<file path="src/rtl/pdma_pkg.sv">
package pdma_pkg;

    localparam int NCH   = 2;
    localparam int CH_W  = 1;
    localparam int IDX_W = 3;

    localparam logic [IDX_W-1:0] IDX_CTRL = 3'd0;
    localparam logic [IDX_W-1:0] IDX_SRC  = 3'd1;
    localparam logic [IDX_W-1:0] IDX_DST  = 3'd2;
    localparam logic [IDX_W-1:0] IDX_CNT  = 3'd3;
    localparam logic [IDX_W-1:0] IDX_GAP  = 3'd4;
    localparam logic [IDX_W-1:0] IDX_STAT = 3'd5;

    typedef enum logic [1:0] {
        OP_P2M = 2'd0,
        OP_M2P = 2'd1,
        OP_M2M = 2'd2
    } op_e;

    typedef enum logic [1:0] {
        TRG_FREE  = 2'd0,
        TRG_THROT = 2'd1,
        TRG_EVENT = 2'd2
    } trig_e;

    typedef struct packed {
        logic  irq_en;
        logic  link;
        logic  fix;
        trig_e trig;
        op_e   op;
    } ctrl_t;

    typedef enum logic [2:0] {
        ST_IDLE,
        ST_ARM,
        ST_RD,
        ST_RDW,
        ST_WR
    } st_e;

    function automatic logic src_moves(ctrl_t c);
        return !(c.fix && c.op == OP_P2M);
    endfunction

    function automatic logic dst_moves(ctrl_t c);
        return !(c.fix && c.op == OP_M2P);
    endfunction

endpackage

</file>
<file path="src/rtl/pdma_evcnt.sv">
module pdma_evcnt #(
    parameter int DEPTH = 4
) (
    input  logic clk,
    input  logic rst,
    input  logic clr,
    input  logic add,
    input  logic take,
    output logic nz
);
    localparam int W = $clog2(DEPTH + 1);

    logic [W-1:0] n;

    always_ff @(posedge clk) begin
        if (rst || clr) begin
            n <= '0;
        end else if (add && !take && n != W'(DEPTH)) begin
            n <= n + W'(1);
        end else if (take && !add) begin
            n <= n - W'(1);
        end
    end

    assign nz = (n != '0);

    AST_EV_BOUND: assert property (@(posedge clk) disable iff (rst)
        n <= W'(DEPTH));
    AST_EV_KEEP: assert property (@(posedge clk) disable iff (rst)
        (add && !take && !clr && n != '0) |=> n != '0);
    AST_EV_TAKE_NZ: assert property (@(posedge clk) disable iff (rst)
        take |-> nz);

endmodule

</file>
<file path="src/rtl/pdma_chan.sv">
module pdma_chan
    import pdma_pkg::*;
#(
    parameter int AW  = 16,
    parameter int DW  = 32,
    parameter int CW  = 16,
    parameter int GW  = 8,
    parameter int EVD = 4
) (
    input  logic             clk,
    input  logic             rst,
    input  logic             wr_en,
    input  logic [IDX_W-1:0] wr_idx,
    input  logic [DW-1:0]    wr_data,
    input  logic             start_in,
    input  logic             ev_in,
    input  logic             gnt,
    input  logic [DW-1:0]    rdata,
    output logic             req,
    output logic             we,
    output logic [AW-1:0]    addr,
    output logic [DW-1:0]    wdata,
    output logic             done,
    output logic             busy,
    output ctrl_t            ctrl_o,
    output logic [AW-1:0]    src_o,
    output logic [AW-1:0]    dst_o,
    output logic [CW-1:0]    cnt_o,
    output logic [GW-1:0]    gap_o
);
    st_e            st;
    ctrl_t          ctrl;
    logic [AW-1:0]  src, dst;
    logic [CW-1:0]  cnt;
    logic [GW-1:0]  gap, gap_cnt;
    logic [DW-1:0]  data_q;

    logic idle, paced, ev_nz, ev_take, ev_add, gate_open, last, launch;

    assign idle      = (st == ST_IDLE);
    assign paced     = (ctrl.trig == TRG_EVENT);
    assign gate_open = (gap_cnt == '0) && (!paced || ev_nz);
    assign last      = (cnt == CW'(1));
    assign launch    = idle && (cnt != '0) &&
                       (start_in || (wr_en && wr_idx == IDX_CTRL && wr_data[0]));
    assign ev_add    = ev_in && paced && !idle;
    assign ev_take   = (st == ST_ARM) && gate_open && paced;

    pdma_evcnt #(.DEPTH(EVD)) i_evcnt (
        .clk  (clk),
        .rst  (rst),
        .clr  (idle),
        .add  (ev_add),
        .take (ev_take),
        .nz   (ev_nz)
    );

    always_ff @(posedge clk) begin
        if (rst) begin
            st      <= ST_IDLE;
            ctrl    <= '0;
            src     <= '0;
            dst     <= '0;
            cnt     <= '0;
            gap     <= '0;
            gap_cnt <= '0;
            data_q  <= '0;
        end else begin
            if (idle && wr_en) begin
                case (wr_idx)
                    IDX_CTRL: ctrl <= ctrl_t'(wr_data[7:1]);
                    IDX_SRC:  src  <= wr_data[AW-1:0];
                    IDX_DST:  dst  <= wr_data[AW-1:0];
                    IDX_CNT:  cnt  <= wr_data[CW-1:0];
                    IDX_GAP:  gap  <= wr_data[GW-1:0];
                    default: ;
                endcase
            end
            case (st)
                ST_IDLE: begin
                    if (launch) begin
                        st      <= ST_ARM;
                        gap_cnt <= '0;
                    end
                end
                ST_ARM: begin
                    if (gap_cnt != '0) begin
                        gap_cnt <= gap_cnt - GW'(1);
                    end else if (gate_open) begin
                        st <= ST_RD;
                    end
                end
                ST_RD: begin
                    if (gnt) st <= ST_RDW;
                end
                ST_RDW: begin
                    data_q <= rdata;
                    st     <= ST_WR;
                end
                ST_WR: begin
                    if (gnt) begin
                        src <= src + AW'(src_moves(ctrl));
                        dst <= dst + AW'(dst_moves(ctrl));
                        cnt <= cnt - CW'(1);
                        if (last) begin
                            st <= ST_IDLE;
                        end else begin
                            st      <= ST_ARM;
                            gap_cnt <= (ctrl.trig == TRG_THROT) ? gap : '0;
                        end
                    end
                end
                default: st <= ST_IDLE;
            endcase
        end
    end

    assign req    = (st == ST_RD) || (st == ST_WR);
    assign we     = (st == ST_WR);
    assign addr   = (st == ST_WR) ? dst : src;
    assign wdata  = data_q;
    assign done   = (st == ST_WR) && gnt && last;
    assign busy   = !idle;
    assign ctrl_o = ctrl;
    assign src_o  = src;
    assign dst_o  = dst;
    assign cnt_o  = cnt;
    assign gap_o  = gap;

    AST_IDLE_QUIET: assert property (@(posedge clk) disable iff (rst)
        !busy |-> !req);
    AST_BUSY_CNT: assert property (@(posedge clk) disable iff (rst)
        busy |-> cnt != '0);
    AST_BUSY_WR_IGNORED: assert property (@(posedge clk) disable iff (rst)
        (busy && wr_en) |=> $stable(gap));
    AST_FIX_SRC: assert property (@(posedge clk) disable iff (rst)
        (st == ST_WR && gnt && ctrl.fix && ctrl.op == OP_P2M) |=> $stable(src));
    AST_GAP_HOLD: assert property (@(posedge clk) disable iff (rst)
        (st == ST_ARM && gap_cnt != '0) |=> st == ST_ARM);
    AST_EVENT_WAIT: assert property (@(posedge clk) disable iff (rst)
        (st == ST_ARM && paced && !ev_nz) |=> st == ST_ARM);

endmodule

</file>
<file path="src/rtl/pdma_arb.sv">
module pdma_arb
    import pdma_pkg::*;
#(
    parameter int AW = 16,
    parameter int DW = 32
) (
    input  logic                     clk,
    input  logic                     rst,
    input  logic [NCH-1:0]           ch_req,
    input  logic [NCH-1:0]           ch_we,
    input  logic [NCH-1:0][AW-1:0]   ch_addr,
    input  logic [NCH-1:0][DW-1:0]   ch_wdata,
    input  logic                     bus_gnt,
    output logic                     bus_req,
    output logic                     bus_we,
    output logic [AW-1:0]            bus_addr,
    output logic [DW-1:0]            bus_wdata,
    output logic [NCH-1:0]           ch_gnt
);
    logic [CH_W-1:0] sel;

    always_comb begin
        sel = '0;
        for (int i = NCH - 1; i >= 0; i--) begin
            if (ch_req[i]) sel = CH_W'(i);
        end
        ch_gnt      = '0;
        ch_gnt[sel] = bus_gnt && ch_req[sel];
    end

    assign bus_req   = |ch_req;
    assign bus_we    = ch_we[sel];
    assign bus_addr  = ch_addr[sel];
    assign bus_wdata = ch_wdata[sel];

    AST_PRIO_CH0: assert property (@(posedge clk) disable iff (rst)
        ch_req[0] |-> !ch_gnt[1]);
    AST_GNT_ONEHOT: assert property (@(posedge clk) disable iff (rst)
        $onehot0(ch_gnt));
    AST_GNT_NEEDS_REQ: assert property (@(posedge clk) disable iff (rst)
        ch_gnt[1] |-> ch_req[1]);

endmodule

</file>
<file path="src/rtl/pdma_top.sv">
module pdma_top
    import pdma_pkg::*;
#(
    parameter int AW  = 16,
    parameter int DW  = 32,
    parameter int CW  = 16,
    parameter int GW  = 8,
    parameter int EVD = 4
) (
    input  logic                  clk,
    input  logic                  rst,
    input  logic                  reg_we,
    input  logic [CH_W+IDX_W-1:0] reg_addr,
    input  logic [DW-1:0]         reg_wdata,
    output logic [DW-1:0]         reg_rdata,
    input  logic [NCH-1:0]        ev_pulse,
    output logic                  bus_req,
    output logic                  bus_we,
    output logic [AW-1:0]         bus_addr,
    output logic [DW-1:0]         bus_wdata,
    input  logic                  bus_gnt,
    input  logic [DW-1:0]         bus_rdata,
    output logic                  irq
);
    logic [IDX_W-1:0]         idx;
    logic [CH_W-1:0]          csel;
    logic [NCH-1:0]           ch_req, ch_we, ch_gnt, done, busy, start, ien, link;
    logic [NCH-1:0][AW-1:0]   ch_addr, src_v, dst_v;
    logic [NCH-1:0][DW-1:0]   ch_wdata;
    logic [NCH-1:0][CW-1:0]   cnt_v;
    logic [NCH-1:0][GW-1:0]   gap_v;
    ctrl_t                    ctrl_v [NCH];
    logic [NCH-1:0]           stat, clr_mask;

    assign idx  = reg_addr[IDX_W-1:0];
    assign csel = reg_addr[IDX_W +: CH_W];

    for (genvar g = 0; g < NCH; g++) begin : g_ch
        localparam int PARTNER = (g + 1) % NCH;
        logic wr_sel;
        assign wr_sel   = reg_we && (csel == CH_W'(g)) && (idx < IDX_STAT);
        assign start[g] = done[PARTNER] && link[PARTNER];
        assign ien[g]   = ctrl_v[g].irq_en;
        assign link[g]  = ctrl_v[g].link;

        pdma_chan #(.AW(AW), .DW(DW), .CW(CW), .GW(GW), .EVD(EVD)) i_chan (
            .clk      (clk),
            .rst      (rst),
            .wr_en    (wr_sel),
            .wr_idx   (idx),
            .wr_data  (reg_wdata),
            .start_in (start[g]),
            .ev_in    (ev_pulse[g]),
            .gnt      (ch_gnt[g]),
            .rdata    (bus_rdata),
            .req      (ch_req[g]),
            .we       (ch_we[g]),
            .addr     (ch_addr[g]),
            .wdata    (ch_wdata[g]),
            .done     (done[g]),
            .busy     (busy[g]),
            .ctrl_o   (ctrl_v[g]),
            .src_o    (src_v[g]),
            .dst_o    (dst_v[g]),
            .cnt_o    (cnt_v[g]),
            .gap_o    (gap_v[g])
        );
    end

    pdma_arb #(.AW(AW), .DW(DW)) i_arb (
        .clk       (clk),
        .rst       (rst),
        .ch_req    (ch_req),
        .ch_we     (ch_we),
        .ch_addr   (ch_addr),
        .ch_wdata  (ch_wdata),
        .bus_gnt   (bus_gnt),
        .bus_req   (bus_req),
        .bus_we    (bus_we),
        .bus_addr  (bus_addr),
        .bus_wdata (bus_wdata),
        .ch_gnt    (ch_gnt)
    );

    assign clr_mask = (reg_we && idx == IDX_STAT) ? reg_wdata[NCH-1:0] : '0;

    always_ff @(posedge clk) begin
        if (rst) stat <= '0;
        else     stat <= (stat & ~clr_mask) | done;
    end

    assign irq = |(stat & ien);

    always_comb begin
        reg_rdata = '0;
        case (idx)
            IDX_CTRL: reg_rdata = DW'({ctrl_v[csel], busy[csel]});
            IDX_SRC:  reg_rdata = DW'(src_v[csel]);
            IDX_DST:  reg_rdata = DW'(dst_v[csel]);
            IDX_CNT:  reg_rdata = DW'(cnt_v[csel]);
            IDX_GAP:  reg_rdata = DW'(gap_v[csel]);
            IDX_STAT: reg_rdata = DW'(stat);
            default:  reg_rdata = '0;
        endcase
    end

    AST_STAT_STICKY: assert property (@(posedge clk) disable iff (rst)
        (stat[0] && !clr_mask[0]) |=> stat[0]);
    AST_DONE_SETS: assert property (@(posedge clk) disable iff (rst)
        done[1] |=> stat[1]);
    AST_LINK_START: assert property (@(posedge clk) disable iff (rst)
        (done[0] && link[0] && !busy[1] && cnt_v[1] != '0) |=> busy[1]);
    AST_IRQ_SOURCE: assert property (@(posedge clk) disable iff (rst)
        irq |-> (stat != '0));

endmodule

</file>
<file path="config.mk">
export PLATFORM = sky130hd
export DESIGN_NAME = pdma_top
export DESIGN_NICKNAME = d
export VERILOG_FILES = /design/src/rtl/pdma_pkg.sv /design/src/rtl/pdma_evcnt.sv /design/src/rtl/pdma_chan.sv /design/src/rtl/pdma_arb.sv /design/src/rtl/pdma_top.sv
export SDC_FILE = /design/constraint.sdc
export NUM_CORES = 1
export LEC_CHECK = 0
export BUFFER_PORTS_ARGS = -buffer_cell sky130_fd_sc_hd__buf_2
export CAP_MARGIN = 25
export CORE_MARGIN = 2
export CORE_UTILIZATION = 59
export DETAILED_ROUTE_END_ITERATION = 7
export PLACE_DENSITY = 0.88
export SLEW_MARGIN = 20
export SYNTH_ARGS = -nofsm -noshare
export SYNTH_HDL_FRONTEND = slang
export SYNTH_SLANG_ARGS = --single-unit
export TNS_END_PERCENT = 1
</file>
<file path="constraint.sdc">
create_clock -name clk -period 3.45 [get_ports clk]
set_input_delay 0.5175 -clock clk [delete_from_list [all_inputs] [get_ports clk]]
set_output_delay 0.5175 -clock clk [all_outputs]
set_load 0.005 [all_outputs]
</file>
==> results.toml, run 1 <==
[logic_synthesis]
ys_warn_count = 0
syn-mean-instance-area_um2 = 7.846
synth.distinct_cells = 77
async_reset_ff_frac = 0
synth_area_leaders = "dfxtp_1 (34%), nand2_1 (7.1%), a21oi_1 (6.3%)"
synth_area_mm2 = 0.01295
yosysSeqAreaShare = 0.3402
yosysTopAreaCellShare = 0.3402
ys.flop_type = "dfxtp_1"
synth_edf_count = 0
ys_ff_latch = 220
yosysTopAreaCell = "dfxtp_1"
synthCells = 1650

[critical_path]
path_buf_inv = 2
reg2reg_to = "g_ch[0].i_chan.gap_cnt[0]"
arrival_ns = 2.81
cp_slowest_cell = "dfxtp_1"
critPathLaunch = "g_ch[0].i_chan.st[2]"
slowest_delay_ns = 0.63
ff2ff_path_depth = 7
reg2reg_slack_ns = 0.48
required_ns = 2.93
cp.depth = 7
critPathMaxFanout = 13
crit_path_end_kind = "output pin"
worstSetupStartpointType = "flop"
crit_type = "flop to output pin"
path_cells = "xnor2_1 > or2_2 > nor2b_4 > buf_4 > a211oi_1 > a21oi_1 > buf_2"
setup.worst_path.end = "bus_addr[4]"
worstReg2RegStart = "g_ch[1].i_chan.cnt_o[0]"
cp_top_family = "flip-flops"

[detailed_routing]
routed_wl_um = 40240
wl_per_cell_um = 20.00
dr.pass1.iters = 8
drt-initial-drc-count = 1692
routed_via_density = 6.615
ant_nets = 0
drc_errors = 12
vias = 13310

[final_layout]
drive_gt1_frac = 0.1709
nets = 1812
diodes = 0
fillers = 1770
fin_util = 0.6660
area_growth_pct = 11.58
stdcell_area_mm2 = 0.01445

[timing]
rsz0062_at_grt = "no"
max_freq_ghz = 0.3002
period_needed_ns = 3.331
worst_pin_slew_ns = 0.8390
hold_violations = 0
slew_viol_final = 0
fin_crit_sh = 0.9656
maxSlewHeadroom = 0.4369
skew_ns = 0.01769
setup_viol = 0
fin_tns_setup_ns = 0

[place]
io_buffers = 124
globalplace.congestion = 0.9893
place_hpwl_um = 27740
dpl_cell_area_mm2 = 0.01370

[outcome]
outcome = "complete, but fails checks"
violations = "DRC"

[clock_tree]
path_clk_slew_ns = 0.06
cts_tree = "built"
insertion_delay_ns = 0.54
clockBufferDepth = 3
numCtsBuffers = 24
htreeDepth = 1
cts.sinks = 220
clockRootBuffer = "clkbuf_16"

[job]
drv_cap = 0

[power]
ir_drop_mv = 0.3239
p_per_area_mw_per_mm2 = 373.5
p_leak_nw = 5.359
p_total_mw = 5.396

[global_route]
grt.total_usage = 0.3309
antenna_found_initial = 1
grt_pass1_wl_um = 63850
grt_pass1_vias = 12120
grt_max_degree = 84
grt-ovfl-total = 0

[die]
die_area_mm2 = 0.02314
initial_core_util = 0.5969
core_area_mm2 = 0.02169
die_h_um = 152.1
fp.dieW_um = 152.1
ios = 157
num_rows = 54

[hold_path]
hp-class = "input pin to flop"
==> where the power goes <==
group | leakage [nW] | switching (mW) | internal [mW]
Combinational | 3.23 | 0.262 | 0.131
Clock | 0.357 | 1.07 | 1.34
Sequential | 1.77 | 0.0334 | 2.56
==> sequential cells by signal, summed over array words and instances (netlist names) <==
name,cells
g_ch.i_chan.dst_o,32
g_ch.i_chan.cnt_o,32
g_ch.i_chan.ctrl_o,14
g_ch.i_chan.gap_o,16
g_ch.i_chan.src_o,32
g_ch.i_chan.i_evcnt.n,6
g_ch.i_chan.wdata,64
g_ch.i_chan.st,6
g_ch.i_chan.gap_cnt,16
stat,2
==> cells in the mapped netlist, drive strengths merged, types with 6 or more instances <==
| cell | instances |
|---|---|
| a211oi | 44 |
| a21oi | 164 |
| a221oi | 41 |
| a222oi | 8 |
| a22oi | 21 |
| a311oi | 6 |
| a31oi | 26 |
| a32oi | 6 |
| and2 | 9 |
| and3 | 13 |
| buf | 41 |
| clkbuf | 97 |
| dfxtp | 220 |
| ha | 18 |
| inv | 22 |
| mux2 | 50 |
| mux2i | 64 |
| mux4 | 8 |
| nand2 | 248 |
| nand2b | 11 |
| nand3 | 33 |
| nand3b | 7 |
| nand4 | 15 |
| nor2 | 166 |
| nor2b | 25 |
| nor3 | 51 |
| nor3b | 18 |
| nor4 | 24 |
| o211ai | 13 |
| o21ai | 89 |
| o311ai | 6 |
| or3 | 14 |
| or4 | 10 |
| xnor2 | 10 |
==> final cells by class <==
cell class | count | area, um2 | share of cell area
Multi-Input combinational cell | 1284 | 7923 | 0.5485
Sequential cell | 220 | 4405 | 0.3050
Timing Repair Buffer | 164 | 964.7 | 0.06678
Clock buffer | 32 | 660.6 | 0.04573
Tap cell | 280 | 350.3 | 0.02425
Inverter | 24 | 90.09 | 0.006236
Clock inverter | 8 | 51.30 | 0.003551
==> cells in the final DEF (no fill, tap or decap), types with 33 or more instances in the layout <==
cell,Yosys,layout
o21ai_0,87,87
nor3_1,46,46
a211oi_1,44,44
nand2_1,246,246
dfxtp_1,220,219
buf_4,17,37
buf_2,17,123
a21oi_1,164,164
a221oi_1,41,41
nand3_1,33,33
mux2i_1,64,64
nor2_1,166,166
mux2_2,50,50
==> kinds of logic after synthesis <==
kind of cell,count (synthesis),share of synthesized area
other cells,1,0.0002897
compound gates,450,0.2196
buf+inv,162,0.05480
simple gates,661,0.2483
flops,220,0.3402
mux,122,0.1069
xor+xnor,14,0.009471
fa+ha+maj,20,0.02049
==> what timing repair did <==
item                       in CTS  in global routing
setup buffers                   0                  3
resized for setup               0                  1
setup endpoints to repair      33                 33
cloned                          1                  0
hold buffers                    0                  0
==> metrics by stage <==
step / std cells / hold slack, ns / setup WS, ns
2_1_floorplan: 1665 / 0.4329 / 0.8223
3_3_place_gp: 1968 / 0.4384 / 0.5894
4_1_cts: 2009 / 0.2154 / 0.04818
6_report: 2012 / 0.2247 / 0.1186
5_1_grt: 2012 / 0.2228 / 0.04634
3_5_place_dp: 1968 / 0.4458 / 0.5335
==> per-layer routing <==
metal  track usage  part of all wire
met5             0           0.00017
met4        0.1504             0.052
met3       0.06741              0.11
met2        0.5311              0.45
met1        0.4316              0.39
==> worst min path at each step <==
stage	startpoint	end	slack (ns)	cells past startpoint
after floorplan	g_ch[1].i_chan.wdata[0]	g_ch[1].i_chan.wdata[0]	0.43	2
after global placement	g_ch[1].i_chan.wdata[2]	g_ch[1].i_chan.wdata[2]	0.44	2
after detailed placement	g_ch[1].i_chan.wdata[4]	g_ch[1].i_chan.wdata[4]	0.45	2
after CTS	bus_rdata[11]	g_ch[1].i_chan.wdata[11]	0.22	3
after global routing	bus_rdata[11]	g_ch[1].i_chan.wdata[11]	0.22	3
final	bus_rdata[11]	g_ch[1].i_chan.wdata[11]	0.22	3
==> tightest hold or removal path: stages <==
cell and delay [ns]:
buf_2 0.10, nand2_1 0.05, a21oi_1 0.05
Note: power is estimated with default switching activity, not from simulation.
==> inputs of run 2 (changes only) <==
--- a/config.mk
+++ b/config.mk
@@ -14,5 +14,6 @@
 export SLEW_MARGIN = 20
 export SYNTH_ARGS = -nofsm -noshare
 export SYNTH_HDL_FRONTEND = slang
+export SYNTH_HIERARCHICAL = 1
 export SYNTH_SLANG_ARGS = --single-unit
 export TNS_END_PERCENT = 1
==> constraint.sdc (replaced) <==
create_clock -name clk -period 3.45 [get_ports clk]
set_input_delay 0.5175 -clock clk [delete_from_list [all_inputs] [get_ports clk]]
set_output_delay 0.5175 -clock clk [all_outputs]
set_load 0.01 [all_outputs]
==> results.toml, run 2 <==
[detailed_routing]
routed_via_density = 6.725
drt-initial-drc-count = 1689
ant_nets = 0
dr.pass1.iters = 8
routed_wl_um = 40970
drc_errors = 0
vias = 13370
wl_per_cell_um = 20.61

[clock_tree]
clockBufferDepth = 3
clockRootBuffer = "clkbuf_16"
path_clk_slew_ns = 0.06
cts.sinks = 220
insertion_delay_ns = 0.53
htreeDepth = 1
numCtsBuffers = 24
cts_tree = "built"

[timing]
maxSlewHeadroom = 0.4638
hold_violations = 0
skew_ns = 0.01541
fin_ws_ns = 0.1420
period_needed_ns = 3.308
rsz0062_at_grt = "no"
fin_tns_setup_ns = 0
slew_viol_final = 0
setup_viol = 0
max_freq_ghz = 0.3023
worst_pin_slew_ns = 0.7931
fin_crit_sh = 0.9588

[die]
core_area_mm2 = 0.02196
die_area_mm2 = 0.02379
ios = 157
die_h_um = 154.2
fp.dieW_um = 154.2
initial_core_util = 0.6065
num_rows = 54

[global_route]
grt_max_degree = 91
grt-ovfl-total = 0
grt_pass1_wl_um = 64890
grt_pass1_vias = 12680
antenna_found_initial = 0
grt.total_usage = 0.3316

[final_layout]
stdcell_area_mm2 = 0.01478
diodes = 0
fin_util = 0.6729
nets = 1784
area_growth_pct = 10.95
drive_gt1_frac = 0.1862
layout_commonest_cell = "nand2_1"
mostFrequentLayoutCells = "nand2_1 (236), dfxtp_1 (220), a21oi_1 (179)"
largest_reg_flops = 64

[critical_path]
worstSetupStartpointType = "flop"
required_ns = 2.93
slowest_delay_ns = 0.59
cp_slowest_cell = "dfxtp_1"
critPathLaunch = "g_ch[1].i_chan/st[2]"
crit_type = "flop to output pin"
path_cells = "nand2b_1 > a21oi_1 > nand2b_4 > buf_6 > mux2_4 > buf_2"
crit_path_end_kind = "output pin"
arrival_ns = 2.79
worstReg2RegStart = "g_ch[1].i_chan/st[2]"
critPathMaxFanout = 49

[logic_synthesis]
syn-mean-instance-area_um2 = 8.282
ys.flop_type = "dfxtp_1"
synth_most_common_cell = "nand2_1"
yosysTopAreaCell = "dfxtp_1"
synth_area_mm2 = 0.01332
synthCells = 1608
synth_edf_count = 0
yosysSeqAreaShare = 0.3307
async_reset_ff_frac = 0
yosysTopAreaCellShare = 0.3307
synth_area_leaders = "dfxtp_1 (33%), mux2i_1 (6.9%), a21oi_1 (6.7%)"
ys_top_cells_by_count = "nand2_1 (236), dfxtp_1 (220), a21oi_1 (179)"
ys_ff_latch = 220
ys_warn_count = 6
synth.distinct_cells = 87

[power]
ir_drop_mv = 0.3123
p_leak_nw = 5.791
p_per_area_mw_per_mm2 = 374.4

[place]
dpl_cell_area_mm2 = 0.01396
place_hpwl_um = 27930
globalplace.congestion = 1.011
dp_worst_setup_slack_ns = 0.2638
io_buffers = 124

[outcome]
outcome = "finished, final reports clean"

[job]
drv_cap = 0

[hold_path]
worstHoldStart = "bus_rdata[24]"
hp-class = "input pin to flop"
run 2: cell count changes after synthesis, moves of 15 or more:
cell and change:
clkbuf_1 -32, a211oi_1 -32, a21oi_1 +15, mux2_2 -18, mux2_4 +49, nor3_1 -17
mux2i_1 +28, a221oi_1 -38, nor2b_1 -20, nor2_1 -44, nand3_1 +27, o21ai_0 -40
o22ai_1 +17
run 2: critical path: cells and delay by family, from the launching register on:
family	cells	cell delay, ns
buffers and inverters	2	0.72
AND/OR/NAND/NOR	2	0.36
multiplexers	1	0.38
AO/OA/AOI/OAI	1	0.15
flip-flops	1	0.59
run 2: stage by stage:
stage	total power [mW]	hold WS, ns	instances
final	5.533	0.2298	1988
after global routing	5.670	0.2292	1988
after CTS	5.533	0.2235	1987
after detailed placement	2.940	0.4459	1945
after global placement	2.933	0.4410	1945
after floorplan	2.821	0.4358	1623
run 2: path summary, 6_finish.rpt:
path | endpoint | slack, ns | depth (start not counted)
max reg2reg | g_ch[1].i_chan/dst_o[10] | 0.17 | 11
min | g_ch[0].i_chan/wdata[24] | 0.23 | 3
max | bus_addr[4] | 0.14 | 6
min reg2reg | g_ch[1].i_chan/wdata[5] | 0.45 | 2
run 2: cell type report:
| cell class | count | area (um2) |
|---|---|---|
| multi-input cells | 1254 | 8184 |
| fillers | 1687 | 7182 |
| flip-flops and latches | 220 | 4404 |
| repair buffers | 162 | 930.9 |
| clock buffers | 36 | 675.6 |
| well taps | 280 | 350.3 |
| clock inverters | 6 | 118.9 |
| inverters | 30 | 112.6 |
run 2: where the power goes:
group	switching (mW)	internal (mW)	leakage (nW)
Combinational	0.225	0.101	3.64
Clock	1.06	1.57	0.381
Sequential	0.0217	2.55	1.77
run 2: logic make-up after synthesis:
logic type	synth area share
other	0.0002816
AND/OR/NAND/NOR	0.2322
AO/OA/AOI/OAI	0.1980
multiplexers	0.1514
XOR/XNOR	0.008549
adder cells (fa/ha/maj)	0.01804
flip-flops	0.3307
buffers and inverters	0.06069
run 2: per-layer routing:
layer,vias up,GRT usage,routed length (um)
met3,229,0.05716,4071
met5,-,0,0
met1,6242,0.4151,15330
met2,886,0.5324,18690
li1,6012,-,-
met4,0,0.2101,2869
run 2: repair_timing:
action,in CTS,in global routing
resized for setup,1,0
endpoints found under the setup margin,1,8
hold buffers,0,0
setup buffers,0,1
gates cloned,0,0
